===== src/rtl/bcd_cal_pkg.sv =====
package bcd_cal_pkg;

  typedef struct packed {
    logic [7:0] sec;
    logic [7:0] min;
    logic [7:0] hour;
    logic [7:0] day;
    logic [7:0] mon;
    logic [7:0] year;
    logic [7:0] wday;
  } cal_t;

  localparam int FIELD_COUNT = 7;
  localparam int EVT_COUNT   = 4;

  // Packed BCD increment without wrap handling
  function automatic logic [7:0] bcd_inc(input logic [7:0] v);
    if (v[3:0] == 4'd9) return {v[7:4] + 4'd1, 4'd0};
    else                return {v[7:4], v[3:0] + 4'd1};
  endfunction

  function automatic logic is_leap(input logic [7:0] y);
    logic [6:0] b;
    b = 7'(y[7:4]) * 7'd10 + 7'(y[3:0]);
    return (b[1:0] == 2'b00);
  endfunction

  function automatic logic [7:0] last_day(input logic [7:0] m, input logic [7:0] y);
    case (m)
      8'h02:                      return is_leap(y) ? 8'h29 : 8'h28;
      8'h04, 8'h06, 8'h09, 8'h11: return 8'h30;
      default:                    return 8'h31;
    endcase
  endfunction

endpackage


===== src/rtl/cal_prescaler.sv =====
module cal_prescaler #(
  parameter int TICKS_PER_SEC = 32768
) (
  input  logic clk,
  input  logic rst,
  input  logic tick_en,
  input  logic run,
  input  logic restart,
  output logic step,
  output logic busy
);
  localparam int CW = (TICKS_PER_SEC > 2) ? $clog2(TICKS_PER_SEC) : 1;
  localparam logic [CW-1:0] LAST = CW'(TICKS_PER_SEC - 1);

  logic [CW-1:0] cnt_q;

  always_ff @(posedge clk) begin
    if (rst)                  cnt_q <= '0;
    else if (restart)         cnt_q <= '0;
    else if (run && tick_en)  cnt_q <= (cnt_q == LAST) ? '0 : cnt_q + 1'b1;
  end

  assign busy = run && (cnt_q == LAST);
  assign step = busy && tick_en && !restart;
endmodule


===== src/rtl/cal_time_core.sv =====
module cal_time_core
  import bcd_cal_pkg::*;
#(
  parameter int IDX_W = 3
) (
  input  logic                 clk,
  input  logic                 rst,
  input  logic                 step,
  input  logic                 load_en,
  input  logic [IDX_W-1:0]     load_idx,
  input  logic [7:0]           load_val,
  output cal_t                 tm,
  output logic [EVT_COUNT-1:0] evt
);
  cal_t tm_q, tm_nx;
  logic sec_wrap, min_wrap, hour_wrap, day_wrap, mon_wrap;

  always_comb begin
    sec_wrap  = (tm_q.sec == 8'h59);
    min_wrap  = sec_wrap  && (tm_q.min == 8'h59);
    hour_wrap = min_wrap  && (tm_q.hour == 8'h23);
    day_wrap  = hour_wrap && (tm_q.day == last_day(tm_q.mon, tm_q.year));
    mon_wrap  = day_wrap  && (tm_q.mon == 8'h12);

    tm_nx = tm_q;
    tm_nx.sec = sec_wrap ? 8'h00 : bcd_inc(tm_q.sec);
    if (sec_wrap)  tm_nx.min  = min_wrap  ? 8'h00 : bcd_inc(tm_q.min);
    if (min_wrap)  tm_nx.hour = hour_wrap ? 8'h00 : bcd_inc(tm_q.hour);
    if (hour_wrap) begin
      tm_nx.day  = day_wrap ? 8'h01 : bcd_inc(tm_q.day);
      tm_nx.wday = (tm_q.wday >= 8'h06) ? 8'h00 : tm_q.wday + 8'h01;
    end
    if (day_wrap)  tm_nx.mon  = mon_wrap ? 8'h01 : bcd_inc(tm_q.mon);
    if (mon_wrap)  tm_nx.year = (tm_q.year == 8'h99) ? 8'h00 : bcd_inc(tm_q.year);
  end

  always_ff @(posedge clk) begin
    if (rst) begin
      tm_q <= '{sec: 8'h00, min: 8'h00, hour: 8'h00, day: 8'h01,
                mon: 8'h01, year: 8'h00, wday: 8'h00};
    end else if (load_en) begin
      case (load_idx)
        IDX_W'(0): tm_q.sec  <= load_val;
        IDX_W'(1): tm_q.min  <= load_val;
        IDX_W'(2): tm_q.hour <= load_val;
        IDX_W'(3): tm_q.day  <= load_val;
        IDX_W'(4): tm_q.mon  <= load_val;
        IDX_W'(5): tm_q.year <= load_val;
        default:   tm_q.wday <= load_val;
      endcase
    end else if (step) begin
      tm_q <= tm_nx;
    end
  end

  assign tm  = tm_q;
  assign evt = {hour_wrap, min_wrap, sec_wrap, 1'b1} & {EVT_COUNT{step}};
endmodule


===== src/rtl/bcd_calendar_clock.sv =====
module bcd_calendar_clock
  import bcd_cal_pkg::*;
#(
  parameter int TICKS_PER_SEC = 32768,
  parameter int ADDR_W        = 8
) (
  input  logic              clk,
  input  logic              rst,
  input  logic              tick_en,
  input  logic              wr_en,
  input  logic [ADDR_W-1:0] addr,
  input  logic [7:0]        wdata,
  output logic [7:0]        rdata,
  output logic              busy
);
  localparam int IDX_W = ADDR_W - 2;
  localparam logic [IDX_W-1:0] CTRL_IDX = IDX_W'(16);
  localparam logic [IDX_W-1:0] STAT_IDX = IDX_W'(17);
  localparam logic [IDX_W-1:0] NUM_FLD  = IDX_W'(FIELD_COUNT);

  logic [IDX_W-1:0]     idx;
  logic                 run_q;
  logic                 load_en, step, busy_w;
  logic [EVT_COUNT-1:0] evt_pulse, evt_q;
  cal_t                 tm_q;

  assign idx     = addr[ADDR_W-1:2];
  assign load_en = wr_en && (idx < NUM_FLD);

  cal_prescaler #(.TICKS_PER_SEC(TICKS_PER_SEC)) u_presc (
    .clk(clk), .rst(rst), .tick_en(tick_en), .run(run_q),
    .restart(load_en), .step(step), .busy(busy_w)
  );

  cal_time_core #(.IDX_W(3)) u_core (
    .clk(clk), .rst(rst), .step(step), .load_en(load_en),
    .load_idx(idx[2:0]), .load_val(wdata), .tm(tm_q), .evt(evt_pulse)
  );

  always_ff @(posedge clk) begin
    if (rst)                             run_q <= 1'b0;
    else if (wr_en && idx == CTRL_IDX)   run_q <= wdata[0];
  end

  for (genvar g = 0; g < EVT_COUNT; g++) begin : g_evt
    always_ff @(posedge clk) begin
      if (rst)                 evt_q[g] <= 1'b0;
      else if (evt_pulse[g])   evt_q[g] <= 1'b1;
      else if (wr_en && idx == STAT_IDX && wdata[g+2]) evt_q[g] <= 1'b0;
    end
  end

  always_ff @(posedge clk) begin
    if (rst) begin
      rdata <= 8'h00;
    end else begin
      case (idx)
        IDX_W'(0): rdata <= tm_q.sec;
        IDX_W'(1): rdata <= tm_q.min;
        IDX_W'(2): rdata <= tm_q.hour;
        IDX_W'(3): rdata <= tm_q.day;
        IDX_W'(4): rdata <= tm_q.mon;
        IDX_W'(5): rdata <= tm_q.year;
        IDX_W'(6): rdata <= tm_q.wday;
        CTRL_IDX:  rdata <= {7'd0, run_q};
        STAT_IDX:  rdata <= {2'b00, evt_q, run_q, busy_w};
        default:   rdata <= 8'h00;
      endcase
    end
  end

  assign busy = busy_w;
endmodule


===== config.mk =====
export PLATFORM = sky130hd
export DESIGN_NAME = bcd_calendar_clock
export DESIGN_NICKNAME = d
export VERILOG_FILES = /design/src/rtl/bcd_cal_pkg.sv /design/src/rtl/cal_prescaler.sv /design/src/rtl/cal_time_core.sv /design/src/rtl/bcd_calendar_clock.sv
export SDC_FILE = /design/constraint.sdc
export NUM_CORES = 1
export LEC_CHECK = 0
export ABC_AREA = 1
export BUFFER_PORTS_ARGS = -buffer_cell sky130_fd_sc_hd__buf_2
export CAP_MARGIN = 20
export CORE_MARGIN = 2
export CORE_UTILIZATION = 40
export CTS_CLUSTER_DIAMETER = 100
export DETAILED_ROUTE_END_ITERATION = 10
export GPL_ROUTABILITY_DRIVEN = 0
export GPL_TIMING_DRIVEN = 0
export PLACE_DENSITY_LB_ADDON = 0.2
export SLEW_MARGIN = 20
export SYNTH_ARGS = -nofsm -noshare
export SYNTH_HDL_FRONTEND = slang
export SYNTH_SLANG_ARGS = --single-unit

===== constraint.sdc =====
create_clock -name clk -period 1.9 [get_ports clk]
set_input_delay 0.095 -clock clk [delete_from_list [all_inputs] [get_ports clk]]
set_output_delay 0.095 -clock clk [all_outputs]
set_load 0.005 [all_outputs]

### Yosys cells after proc, flatten, opt, wreduce, memory -nomap -nowiden

Index checks and enable logic that the tools add are counted.

| storage, ports and cells | value |
|---|---|
| bits in registers | 84 |
| input bits | 20 |
| word-level logic and storage cells | 168 |
| output and inout bits | 9 |

| operators by class | value |
|---|---|
| multipliers | 1 |
| multiplexer cells | 40 |
| reduce and logical (&&, ||, !) cells | 51 |
| bitwise gates (word level) | 1 |
| equal/unequal tests | 38 |
| add/sub/neg operators | 15 |
| order comparisons | 2 |

Operators by type and width:

| cell | count |
|---|---|
| $mux W8 | 26 |
| $mux W56 | 2 |
| $pmux W8 S9 | 1 |
| $add A4 B1 Y4 const B | 12 |
| $eq A4 B4 Y1 const B | 6 |
| $reduce_and A3 Y1 | 7 |
| $reduce_and A4 Y1 | 5 |
| $reduce_bool A2 Y1 | 10 |
| $eq A6 B3 Y1 const B | 3 |
| $reduce_bool A3 Y1 | 6 |
| $eq A8 B3 Y1 const B | 2 |
| $eq A8 B5 Y1 const B | 2 |
| $eq A8 B7 Y1 const B | 2 |
| $pmux W8 S2 | 1 |
| $add A15 B1 Y15 const B | 1 |
| $eq A15 B15 Y1 const B | 1 |
| $logic_and A1 B1 Y1 | 15 |
| $mux W15 | 1 |
| $eq A6 B2 Y1 const B | 2 |
| $eq A6 B5 Y1 const B | 2 |
| $ne A2 B1 Y1 const B | 6 |
| $mux W1 | 9 |
| $add A8 B1 Y8 const B | 1 |
| $eq A8 B2 Y1 const B | 1 |
| 22 further kinds | 24 |

### Depth between registers and ports, before layout

Gate-level depths: netlist of the first run.

| logic depth | value |
|---|---|
| word-level depth | 12 |
| depth in mapped cells | 16 |
| depth with buffers taken out | 16 |

### Hierarchy

From an unflattened synthesis of the first run, not the netlist that was laid out.

| unflattened totals | value |
|---|---|
| cell total of the unflattened synthesis | 825 |
| area total of the unflattened synthesis | 5494.0 um^2 |

Modules (own cells, without submodules):

| module | cells each | instances | area each (um^2) | sequential area each (um^2) |
|---|---|---|---|---|
| cal_time_core | 521 | 1 | 3612.2 | 1121.1 |
| bcd_calendar_clock | 185 | 1 | 1079.8 | 260.2 |
| cal_prescaler | 119 | 1 | 802.0 | 300.3 |

### Worst setup path before layout of the first run

No wires, ideal clock.

| timing | value |
|---|---|
| kind | reg2reg |
| from | register u_presc.cnt_q[0] |
| to | register u_core.tm[4] (netlist name) |
| buffers on the path | 1 |
| arrival time | 1.779 ns |
| cell stages (with the launch flop) | 14 |
| path slack | 0.001 ns |
| library setup time | 0.119 ns |
| clock period less this slack | 1.899 ns |
| required time | 1.781 ns |
| cells stage by stage | dfxtp_1 ha_1 nand3_1 nor2_1 inv_2 nor2_2 nand4_2 nor3_4 inv_2 nor2_4 nor2_1 buf_2 o21ai_1 a21oi_1 |

| between the ends | value |
|---|---|
| longest elaborated chain between the ends | 6 |

Ends and longest elaborated chain:

| item | RTL line | RTL |
|---|---|---|
| start: declaration | cal_prescaler.sv:15 | `logic [CW-1:0] cnt_q;` |
| start signal: assignment | cal_prescaler.sv:20 | `else if (run && tick_en) cnt_q <= (cnt_q == LAST) ? '0 : cnt_q + 1'b1;` |
| $eq A15 B15 Y1 | cal_prescaler.sv:23 | `assign busy = run && (cnt_q == LAST);` |
| $logic_and A1 B1 Y1 | cal_prescaler.sv:23 |  |
| $logic_and A1 B1 Y1 (2 in a row) | cal_prescaler.sv:24 | `assign step = busy && tick_en && !restart;` |
| $reduce_bool A2 Y1 (no source line) | -- |  |
| $reduce_and A3 Y1 (no source line) | -- |  |

No other way between the ends.
A chain may end at the register's enable or synchronous reset.

### Final worst setup path of the first run

| timing | value |
|---|---|
| from | register u_presc.cnt_q[1] |
| to | register u_core.tm[4] (netlist name) |

| between the ends | value |
|---|---|
| longest elaborated chain between the ends | 6 |

Ends and longest elaborated chain:

| item | RTL line |
|---|---|
| $eq A15 B15 Y1 | cal_prescaler.sv:23 |
| $logic_and A1 B1 Y1 | cal_prescaler.sv:23 |
| $logic_and A1 B1 Y1 (2 in a row) | cal_prescaler.sv:24 |
| $reduce_bool A2 Y1 (no source line) | -- |
| $reduce_and A3 Y1 (no source line) | -- |

No other way between the ends.

==> flow_summary.toml, run 1 <==
[outcome]
status = "finished with violations"
violations = "setup timing"

[route]
ant_nets = 0
drc = 0
drt_pass1_iterations = 5
avgViaCountPerCell = 5.68
first_iter_violations = 550
wl_um = 18700
dr_total_vias = 5830
wire_per_inst_um = 18.2

[pwr]
p_comb_share_pct = 5.6
pwr-share-clk_pct = 47.2
p_int_mw = 2.76
leakagePower_nw = 2.83
sequentialPowerShare_pct = 47.2
power_switching_uw = 951
switching_share_pct = 25.6
power_density_nw_per_um2 = 537
vdd_drop_max_mv = 0.439

[placement]
hpwl_um = 12700
placed_area_um2 = 5510
portBuffers = 25

[sta]
tightest_slew_ns = 0.875
setup_violations = 39
finalCriticalPeriod_ns = 2.08
finalClockSkew_ns = 0.0111
setup_slack_ns = -0.181
drv_slew = 0
hold_violations = 0
rsz0062_at_grt = "yes"
fin_setup_tns_ns = -3.73
fmax_ghz = 0.480
fin_crit_sh_pct = 110
relSlewSlack_pct = 41.4

[grt]
grtUsageTotal_pct = 26.6
antenna_found_initial = 0
grt_pass1_wl_um = 29200
grtUsageMet1_pct = 34.9
grt-ovfl-total = 0
busiest_layer = "met2"
grt_max_degree = 15
met2_usage_pct = 41.9
grt_use_met3_pct = 5.91
grt_pass1_vias = 5555

[die]
fp.dieArea_um2 = 13900
initial_utilization_pct = 41.0
die_h_um = 118
ios = 29
fp-row-count = 41
fp.dieW_um = 118
core_um2 = 12600

[clock_network]
tritoncts = "done"
clockBufferDepth = 2
clk_latency_ns = 0.36
cts_root_buffer = "clkbuf_16"
cts_made_buffers = 9
htree_levels = 3
holdBufCountCts = 0
clk_pin_slew_worst_paths_ns = 0.07
cts.sinks = 84

[synthesis]
synth_ff_type = "dfxtp_1"
ys_seq_elements = 84
avgSynthCellArea_um2 = 6.81
synth_warnings = 0
synth_enable_flop_cells = 0
synth_top_area_share_pct = 32.5
synth_area_leaders = "dfxtp_1 (33%), nand2_1 (8.3%), nor2_1 (7.1%)"
syn_inst = 760
async_flop_share_pct = 0
ys_types = 45
yosysSeqAreaShare_pct = 32.5
synth_top_cell_by_area = "dfxtp_1"
syn-cell-area_um2 = 5170
syn_nets = 801

[setup_path]
cp.arrival_ns = 2.32
cp-start-kind = "flop"
critPathKind = "flop to flop"
crit_fanout = 5
required_ns = 2.14
cp-end-kind = "flop"

[layout]
layout_common_cells = "nand2_1 (91), inv_1 (85), nor2_1 (77)"
area_growth_pct = 33.6
num-fill-cells = 1172
num_antenna_cells = 0
layout.area.seq_um2 = 1740
design_area_um2 = 6910
fin_nets = 891
drive_gt1_share_pct = 31.8
multi_input_area_um2 = 3570
final_common_cell = "nand2_1"

[run]
drv_cap = 0

[worst_hold_path]
hp-class = "input port to flop"
[critical path: stages, from the launching register on]
cell	delay, ns
dfxtp_2	0.36
ha_4	0.15
nand3_4	0.08
nor2_4	0.11
inv_2	0.06
nor2_4	0.09
nand4_2	0.10
nor3_4	0.27
buf_6	0.17
inv_6	0.04
nor2_4	0.14
nor2_4	0.07
buf_6	0.16
o21ai_2	0.10
a21oi_1	0.06
[sequential cells by signal, indices dropped and copies added (netlist names)]
signal and flops:
rdata 8, run_q 1, u_core.tm 56, evt_q 4, u_presc.cnt_q 15
[per-layer routing]
metal | wire length [um] | part of all wire, %
met3 | 1530 | 8.2
met2 | 8380 | 45
met5 | 0 | 0
met4 | 671 | 3.6
met1 | 8070 | 43
[per-stage QoR]
stage / power (mW) / utilization [%] / worst slack, ns / hold slack [ns] / instances
CTS: 3.71 / 51.8 / -0.212 / 0.0286 / 1012
global placement: 1.98 / 43.7 / -0.499 / 0.418 / 957
global route: 3.83 / 54.7 / -0.294 / 0.0605 / 1027
detailed placement: 1.98 / 43.7 / -0.521 / 0.418 / 957
finish: 3.71 / 54.7 / -0.181 / 0.0315 / 1027
floorplan: 1.90 / - / 0.00144 / 0.257 / 760
[cells by family (layout without fill, tap and decap cells)]
group           after synthesis  count (layout)  synth area share, %
compound gates              193             193                 21.0
xor+xnor                     24              24                 4.06
fa+ha+maj                    21              21                 5.08
buf+inv                     123             218                 9.12
flops                        84              84                 32.5
simple gates                315             315                 28.3
[Yosys cell counts (2+ instances only)]
cell      count
a221oi_1      8
o221ai_1      2
nand2_2       8
a21oi_1      64
dfxtp_1      84
nand4_2       2
nor3_1       11
inv_1        97
o21ai_2       2
o211ai_1      3
nor3_2        2
o31ai_1       2
nand2_1     114
xor2_1       17
nor3b_1       2
o21ai_1      15
nand3_2       2
xnor2_1       7
nand3_1      50
nor2_4        7
nor2_2        8
o21ai_0      64
o22ai_1      12
a31oi_1      10
a311oi_1      2
clkbuf_1      8
nand4_1       6
buf_2         4
inv_2        11
a211oi_1      3
a41oi_1       2
nor2_1       98
ha_1         21
[repair_timing]
item,CTS,global route
resized for setup,139,73
cloned,1,0
pin swaps,37,22
setup endpoints to repair,64,61
buffers inserted,38,16
endpoints found under the hold margin,0,0
[final cells by class]
type / instances / share of cell area (%)
Buffer: 13 / 0.942
Clock buffer: 11 / 3.66
Clock inverter: 5 / 0.525
Inverter: 110 / 6.30
Multi-Input combinational cell: 553 / 51.6
Sequential cell: 84 / 25.2
Tap cell: 172 / 3.12
Timing Repair Buffer: 79 / 8.59
[power groups by stage]
stage          combinational [mW]  clock, mW  sequential [mW]
2_1_floorplan              0.0977          0             1.81
4_1_cts                     0.187       1.77             1.76
5_1_grt                     0.221       1.85             1.75
6_report                    0.208       1.75             1.75
3_3_place_gp                0.170          0             1.81
3_5_place_dp                0.171          0             1.81
[worst paths after layout]
check                                  startpoint                 to  slack [ns]  cells past startpoint
worst max-delay path             u_presc.cnt_q[1]       u_core.tm[4]       -0.18                     14
worst min-delay path                     wdata[0]      u_core.tm[24]        0.03                      3
worst max register to register   u_presc.cnt_q[1]       u_core.tm[4]       -0.18                     14
worst min register to register  u_presc.cnt_q[13]  u_presc.cnt_q[13]        0.45                      2
Note: power is estimated with default switching activity, not from simulation.
==> run 2: changes to the inputs <==
--- a/config.mk
+++ b/config.mk
@@ -15,6 +15,7 @@
 export GPL_ROUTABILITY_DRIVEN = 0
 export GPL_TIMING_DRIVEN = 0
 export PLACE_DENSITY_LB_ADDON = 0.2
+export SETUP_SLACK_MARGIN = 0.4
 export SLEW_MARGIN = 20
 export SYNTH_ARGS = -nofsm -noshare
 export SYNTH_HDL_FRONTEND = slang
==> flow_summary.toml, run 2 (same netlist as run 1, synthesis figures left out) <==
[outcome]
status = "finished with violations"
violations = "setup timing"

[setup_path]
ff2ff_setup_slack_ns = -0.19
cp.arrival_ns = 2.34
cp-start-kind = "flop"
crit_fanout = 5
required_ns = 2.15
cp-end-kind = "flop"
critPathKind = "flop to flop"
r2r_cells = 13
critPathLaunch = "u_presc.cnt_q[0]"
r2r_end = "u_core.tm[6]"
cp-endpoint = "u_core.tm[6]"
r2r-start = "u_presc.cnt_q[0]"

[grt]
busiest_layer = "met2"
grt_pass1_vias = 5415
grt_pass1_wl_um = 28100
grtUsageMet1_pct = 34.3
grt-ovfl-total = 0
grt_max_degree = 15
grtUsageTotal_pct = 25.6
antenna_found_initial = 0
met2_usage_pct = 41.0
grt_use_met3_pct = 4.26

[route]
dr_total_vias = 5889
drc = 0
ant_nets = 0
avgViaCountPerCell = 5.66
first_iter_violations = 726
drt_pass1_iterations = 6
wl_um = 18400
wire_per_inst_um = 17.6

[clock_network]
clockBufferDepth = 2
htree_levels = 3
tritoncts = "done"
cts_made_buffers = 9
holdBufCountCts = 0
clk_latency_ns = 0.36
clk_pin_slew_worst_paths_ns = 0.07
cts.sinks = 84
cts_root_buffer = "clkbuf_16"

[layout]
utilization_pct = 56.7
layout.area.seq_um2 = 1740
area_growth_pct = 38.4
design_area_um2 = 7160
drive_gt1_share_pct = 35.2
layout_common_cells = "nand2_1 (85), inv_1 (82), nor2_1 (78)"
final_common_cell = "nand2_1"
largest_reg_flops = 56
num_antenna_cells = 0
multi_input_area_um2 = 3700
num-fill-cells = 1159
fin_nets = 906

[die]
die_h_um = 118
fp.dieArea_um2 = 13900
ios = 29
initial_utilization_pct = 41.0
fp.dieW_um = 118
core_um2 = 12600
fp-row-count = 41

[sta]
finalCriticalPeriod_ns = 2.09
hold_violations = 0
drv_slew = 0
fin_crit_sh_pct = 110
setup_violations = 48
rsz0062_at_grt = "yes"
finalClockSkew_ns = 0.0142
fin_hold_ws_ns = 0.0640
setup_slack_ns = -0.191
relSlewSlack_pct = 45.4
fmax_ghz = 0.478
tightest_slew_ns = 0.819

[placement]
placed_area_um2 = 5670
portBuffers = 25
place_ws_ns = -0.393
hpwl_um = 12800

[pwr]
vdd_drop_max_mv = 0.428
power_density_nw_per_um2 = 531
leakagePower_nw = 3.03
p_total_mw = 3.80

[worst_hold_path]
hp-class = "input port to flop"

[run]
drv_cap = 0
-- run 2: cell count changes in the layout (fill, tap and decap cells not counted), sizes merged --
cell,change
clkinvlp,-2
inv,+1
bufinv,+1
buf,+15
clkbuf,-1
-- run 2: critical path, stage by stage, from the launching register on --
cell	delay [ns]
dfxtp_2	0.36
ha_4	0.16
nand3_4	0.08
nor2_4	0.10
inv_2	0.06
nor2_4	0.11
nand4_4	0.10
nor3_4	0.28
inv_2	0.11
nor2_4	0.23
nor2_4	0.08
buf_6	0.16
o21ai_2	0.13
a21oi_2	0.04
-- run 2: final cells by class --
class,instances,share of cell area (%)
Timing Repair Buffer,94,9.82
Clock inverter,5,0.839
Multi-Input combinational cell,553,51.7
Buffer,13,0.909
Sequential cell,84,24.3
Clock buffer,10,3.34
Inverter,110,6.12
Tap cell,172,3.01
-- run 2: metal layers --
metal,vias to the layer above,wire length [um],share of wire [%]
met5,-,0,0
li1,2763,-,-
met1,2767,7640,42
met2,299,8450,46
met4,0,755,4.1
met3,60,1520,8.3
-- run 2: report_power, final --
group | leakage, nW | total [mW] | internal [mW] | switching, mW
registers | 0.692 | 1.75 | 1.75 | 0.00457
logic | 2.19 | 0.215 | 0.0577 | 0.157
clock network | 0.145 | 1.83 | 1.05 | 0.778
-- run 2: worst min path at each step --
stage / startpoint / to / slack, ns / cells past startpoint
6_report: wdata[0] / u_core.tm[24] / 0.06 / 3
5_1_grt: wdata[0] / u_core.tm[24] / 0.08 / 3
4_1_cts: wdata[0] / u_core.tm[24] / 0.07 / 3
3_5_place_dp: u_presc.cnt_q[11] / u_presc.cnt_q[11] / 0.44 / 2
3_3_place_gp: u_presc.cnt_q[13] / u_presc.cnt_q[13] / 0.43 / 2
2_1_floorplan: wr_en / run_q / 0.25 / 2
-- run 2: per-stage QoR --
stage / TNS, ns / cells
floorplan: 0 / 760
global placement: -11.68 / 957
detailed placement: -12.74 / 957
CTS: -5.97 / 1018
global route: -10.74 / 1041
finish: -4.77 / 1041
-- run 2: repair_timing --
item / 4_1_cts / 5_1_grt
pin swaps: 39 / 50
cloned: 1 / 0
endpoints found under the setup margin: 75 / 76
gates resized for setup: 88 / 104
setup buffers: 45 / 23
==> run 3: changes to the inputs <==
--- a/config.mk
+++ b/config.mk
@@ -5,10 +5,10 @@
 export SDC_FILE = /design/constraint.sdc
 export NUM_CORES = 1
 export LEC_CHECK = 0
-export ABC_AREA = 1
+export ABC_AREA = 0
 export BUFFER_PORTS_ARGS = -buffer_cell sky130_fd_sc_hd__buf_2
-export CAP_MARGIN = 20
-export CORE_MARGIN = 2
+export CAP_MARGIN = 25
+export CORE_MARGIN = 1
 export CORE_UTILIZATION = 40
 export CTS_CLUSTER_DIAMETER = 100
 export DETAILED_ROUTE_END_ITERATION = 10
==> flow_summary.toml, run 3 <==
[outcome]
status = "finished with violations"
violations = "setup timing"

[worst_hold_path]
min_from = "wdata[0]"
hold_path_end = "run_q"
hp-class = "input port to flop"
min_path_cells = 3

[clock_network]
clk_pin_slew_worst_paths_ns = 0.07
clockBufferDepth = 2
tritoncts = "done"
htree_levels = 3
cts_root_buffer = "clkbuf_16"
cts.sinks = 84
clk_latency_ns = 0.36
cts_made_buffers = 9

[pwr]
p_int_mw = 2.76
leakagePower_nw = 2.92
sequentialPowerShare_pct = 46.4
p_total_mw = 3.77
p_comb_share_pct = 7.8
vdd_drop_max_mv = 0.389
pwr-share-clk_pct = 45.8
switching_share_pct = 26.8
power_switching_mw = 1.01
power_density_nw_per_um2 = 480

[synthesis]
syn_inst = 663
yosysSeqAreaShare_pct = 32.1
ys_top_cells_by_count = "dfxtp_1 (84), nor2_1 (72), o21ai_0 (56)"
synth_ff_type = "dfxtp_1"
synth_area_leaders = "dfxtp_1 (32%), o21ai_0 (5.3%), nor2_1 (5.2%)"
syn-cell-area_um2 = 5250
synth_top_area_share_pct = 32.1
async_flop_share_pct = 0
ys_seq_elements = 84
syn_nets = 704
synth_most_common_cell = "dfxtp_1"
synth_warnings = 0
synth_enable_flop_cells = 0
avgSynthCellArea_um2 = 7.91
synth_top_cell_by_area = "dfxtp_1"
ys_types = 72

[sta]
tightest_slew_ns = 0.956
fin_hold_ws_ns = 0.0292
hold_violations = 0
setup_slack_ns = -0.748
fin_crit_sh_pct = 139
rsz0062_at_grt = "yes"
drv_slew = 0
finalCriticalPeriod_ns = 2.65
finalClockSkew_ns = 0.0105
fin_setup_tns_ns = -22.66
relSlewSlack_pct = 36.3
fmax_ghz = 0.378
setup_violations = 57

[route]
routed-wl-met3_um = 1990
first_iter_violations = 783
dr_total_vias = 6044
drc = 0
wire_per_inst_um = 21.6
wl_um = 21000
avgViaCountPerCell = 6.23
wl_met2_um = 9460
wl_met1_um = 8750
ant_nets = 0
top_layer_used = "met4"
drt_pass1_iterations = 6

[die]
die_h_um = 117
ios = 29
initial_utilization_pct = 41.2
core_um2 = 12700
fp.dieW_um = 117
fp.dieArea_um2 = 13600
fp-row-count = 41

[setup_path]
crit_fanout = 6
required_ns = 2.15
r2r_cells = 9
cp-start-kind = "flop"
cp_top_family = "compound AO/OA/AOI/OAI gates"
critPathBufInv = 1
cp.arrival_ns = 2.90
cp-end-kind = "flop"
cpMaxStageDelayCell = "dfxtp_1"
ff2ff_setup_slack_ns = -0.75
r2r-start = "u_core.tm[33]"
max_stage_delay_ns = 0.41
critPathKind = "flop to flop"
worstPathCellList = "ha_1, nand2b_1, nor4_4, buf_4, o2111ai_4, a211o_4, a22oi_4, o21ai_1, a32o_1"
r2r_end = "u_core.tm[10]"

[layout]
largest_reg_flops = 56
fin_cells = 970
layout_common_cells = "dfxtp_1 (56), nor2_1 (55), buf_4 (54)"
fin_nets = 834
drive_gt1_share_pct = 42.0
num-fill-cells = 1061
num_antenna_cells = 0
area_growth_pct = 49.8
final_common_cell = "dfxtp_1"

[grt]
grt-ovfl-total = 0
grtUsageTotal_pct = 29.5
antenna_found_initial = 0
grt_max_degree = 15
grt_pass1_vias = 5358
grt_pass1_wl_um = 29500

[placement]
placed_cells = 858
portBuffers = 23
hpwl_um = 12700

[run]
drv_cap = 0
run 3: cell count changes after synthesis, moves of 13 or more:
| cell | previous run | this run |
|---|---|---|
| clkbuf_1 | 8 | 31 |
| nor3_1 | 11 | 24 |
| inv_1 | 97 | 18 |
| mux2i_1 | 0 | 19 |
| a21oi_1 | 64 | 48 |
| nor2_1 | 98 | 72 |
| nand2_1 | 114 | 55 |
run 3: worst register-to-register path, delay by kind of cell, from the launching register on:
family / cells / cell delay [ns]
simple gates: 2 / 0.40
buf+inv: 1 / 0.21
compound gates: 5 / 1.27
flops: 1 / 0.41
fa+ha+maj: 1 / 0.25
run 3: cell type report:
class	instances	area [um2]	area share [%]
inverters	19	73.8	0.939
repair buffers	118	1020	13.0
well taps	172	215	2.74
clock inverters	5	36.3	0.462
plain buffers	39	317	4.03
clock buffers	11	243	3.09
multi-input cells	522	4210	53.6
flip-flops and latches	84	1740	22.2
run 3: metrics by stage:
step | cell area (um2) | worst slack, ns | utilization (%)
6_report | 7860 | -0.748 | 61.8
5_1_grt | 7860 | -0.804 | 61.8
4_1_cts | 7030 | -0.672 | 55.3
3_5_place_dp | 5860 | -0.995 | 46.1
3_3_place_gp | 5860 | -0.956 | 46.1
2_1_floorplan | 5530 | -0.594 | -
run 3: per-layer routing:
| metal | global-route usage (%) | vias to the layer above |
|---|---|---|
| li1 | - | 2714 |
| met1 | 38.9 | 2928 |
| met2 | 45.6 | 343 |
| met3 | 7.01 | 59 |
| met4 | 13.0 | 0 |
| met5 | 0 | - |
run 3: worst max-delay path by stage:
| stage | from | to | slack (ns) | depth (start not counted) |
|---|---|---|---|---|
| 3_3_place_gp | u_core.tm[40] | u_core.tm[17] | -0.96 | 8 |
| 2_1_floorplan | u_core.tm[16] | u_core.tm[19] | -0.59 | 8 |
| 5_1_grt | u_core.tm[33] | u_core.tm[10] | -0.80 | 9 |
| 6_report | u_core.tm[33] | u_core.tm[10] | -0.75 | 9 |
| 3_5_place_dp | u_core.tm[51] | u_core.tm[17] | -0.99 | 7 |
| 4_1_cts | u_core.tm[16] | u_core.tm[10] | -0.67 | 8 |
run 3: cell families (layout without fill, tap and decap cells):
logic type	count (synthesis)	in the layout	synth area share, %
AO/OA/AOI/OAI	186	187	23.4
XOR/XNOR	12	12	2.00
adder cells (fa/ha/maj)	21	21	5.01
buffers and inverters	58	192	4.48
flip-flops	84	84	32.1
multiplexers	24	24	5.56
AND/OR/NAND/NOR	278	278	27.5
run 3: power by group through the flow:
stage	clock, mW	sequential (mW)	combinational (mW)
CTS	1.73	1.75	0.251
floorplan	0	1.80	0.131
global placement	0	1.80	0.227
detailed placement	0	1.81	0.230
finish	1.73	1.75	0.294
global route	1.80	1.75	0.303
run 3: what timing repair did:
action,in CTS,in global routing
cloned,1,4
setup endpoints to repair,82,81
gates resized for setup,122,135
setup buffers,55,36
endpoints found under the hold margin,0,0
hold buffers,0,0
pin swaps,46,57
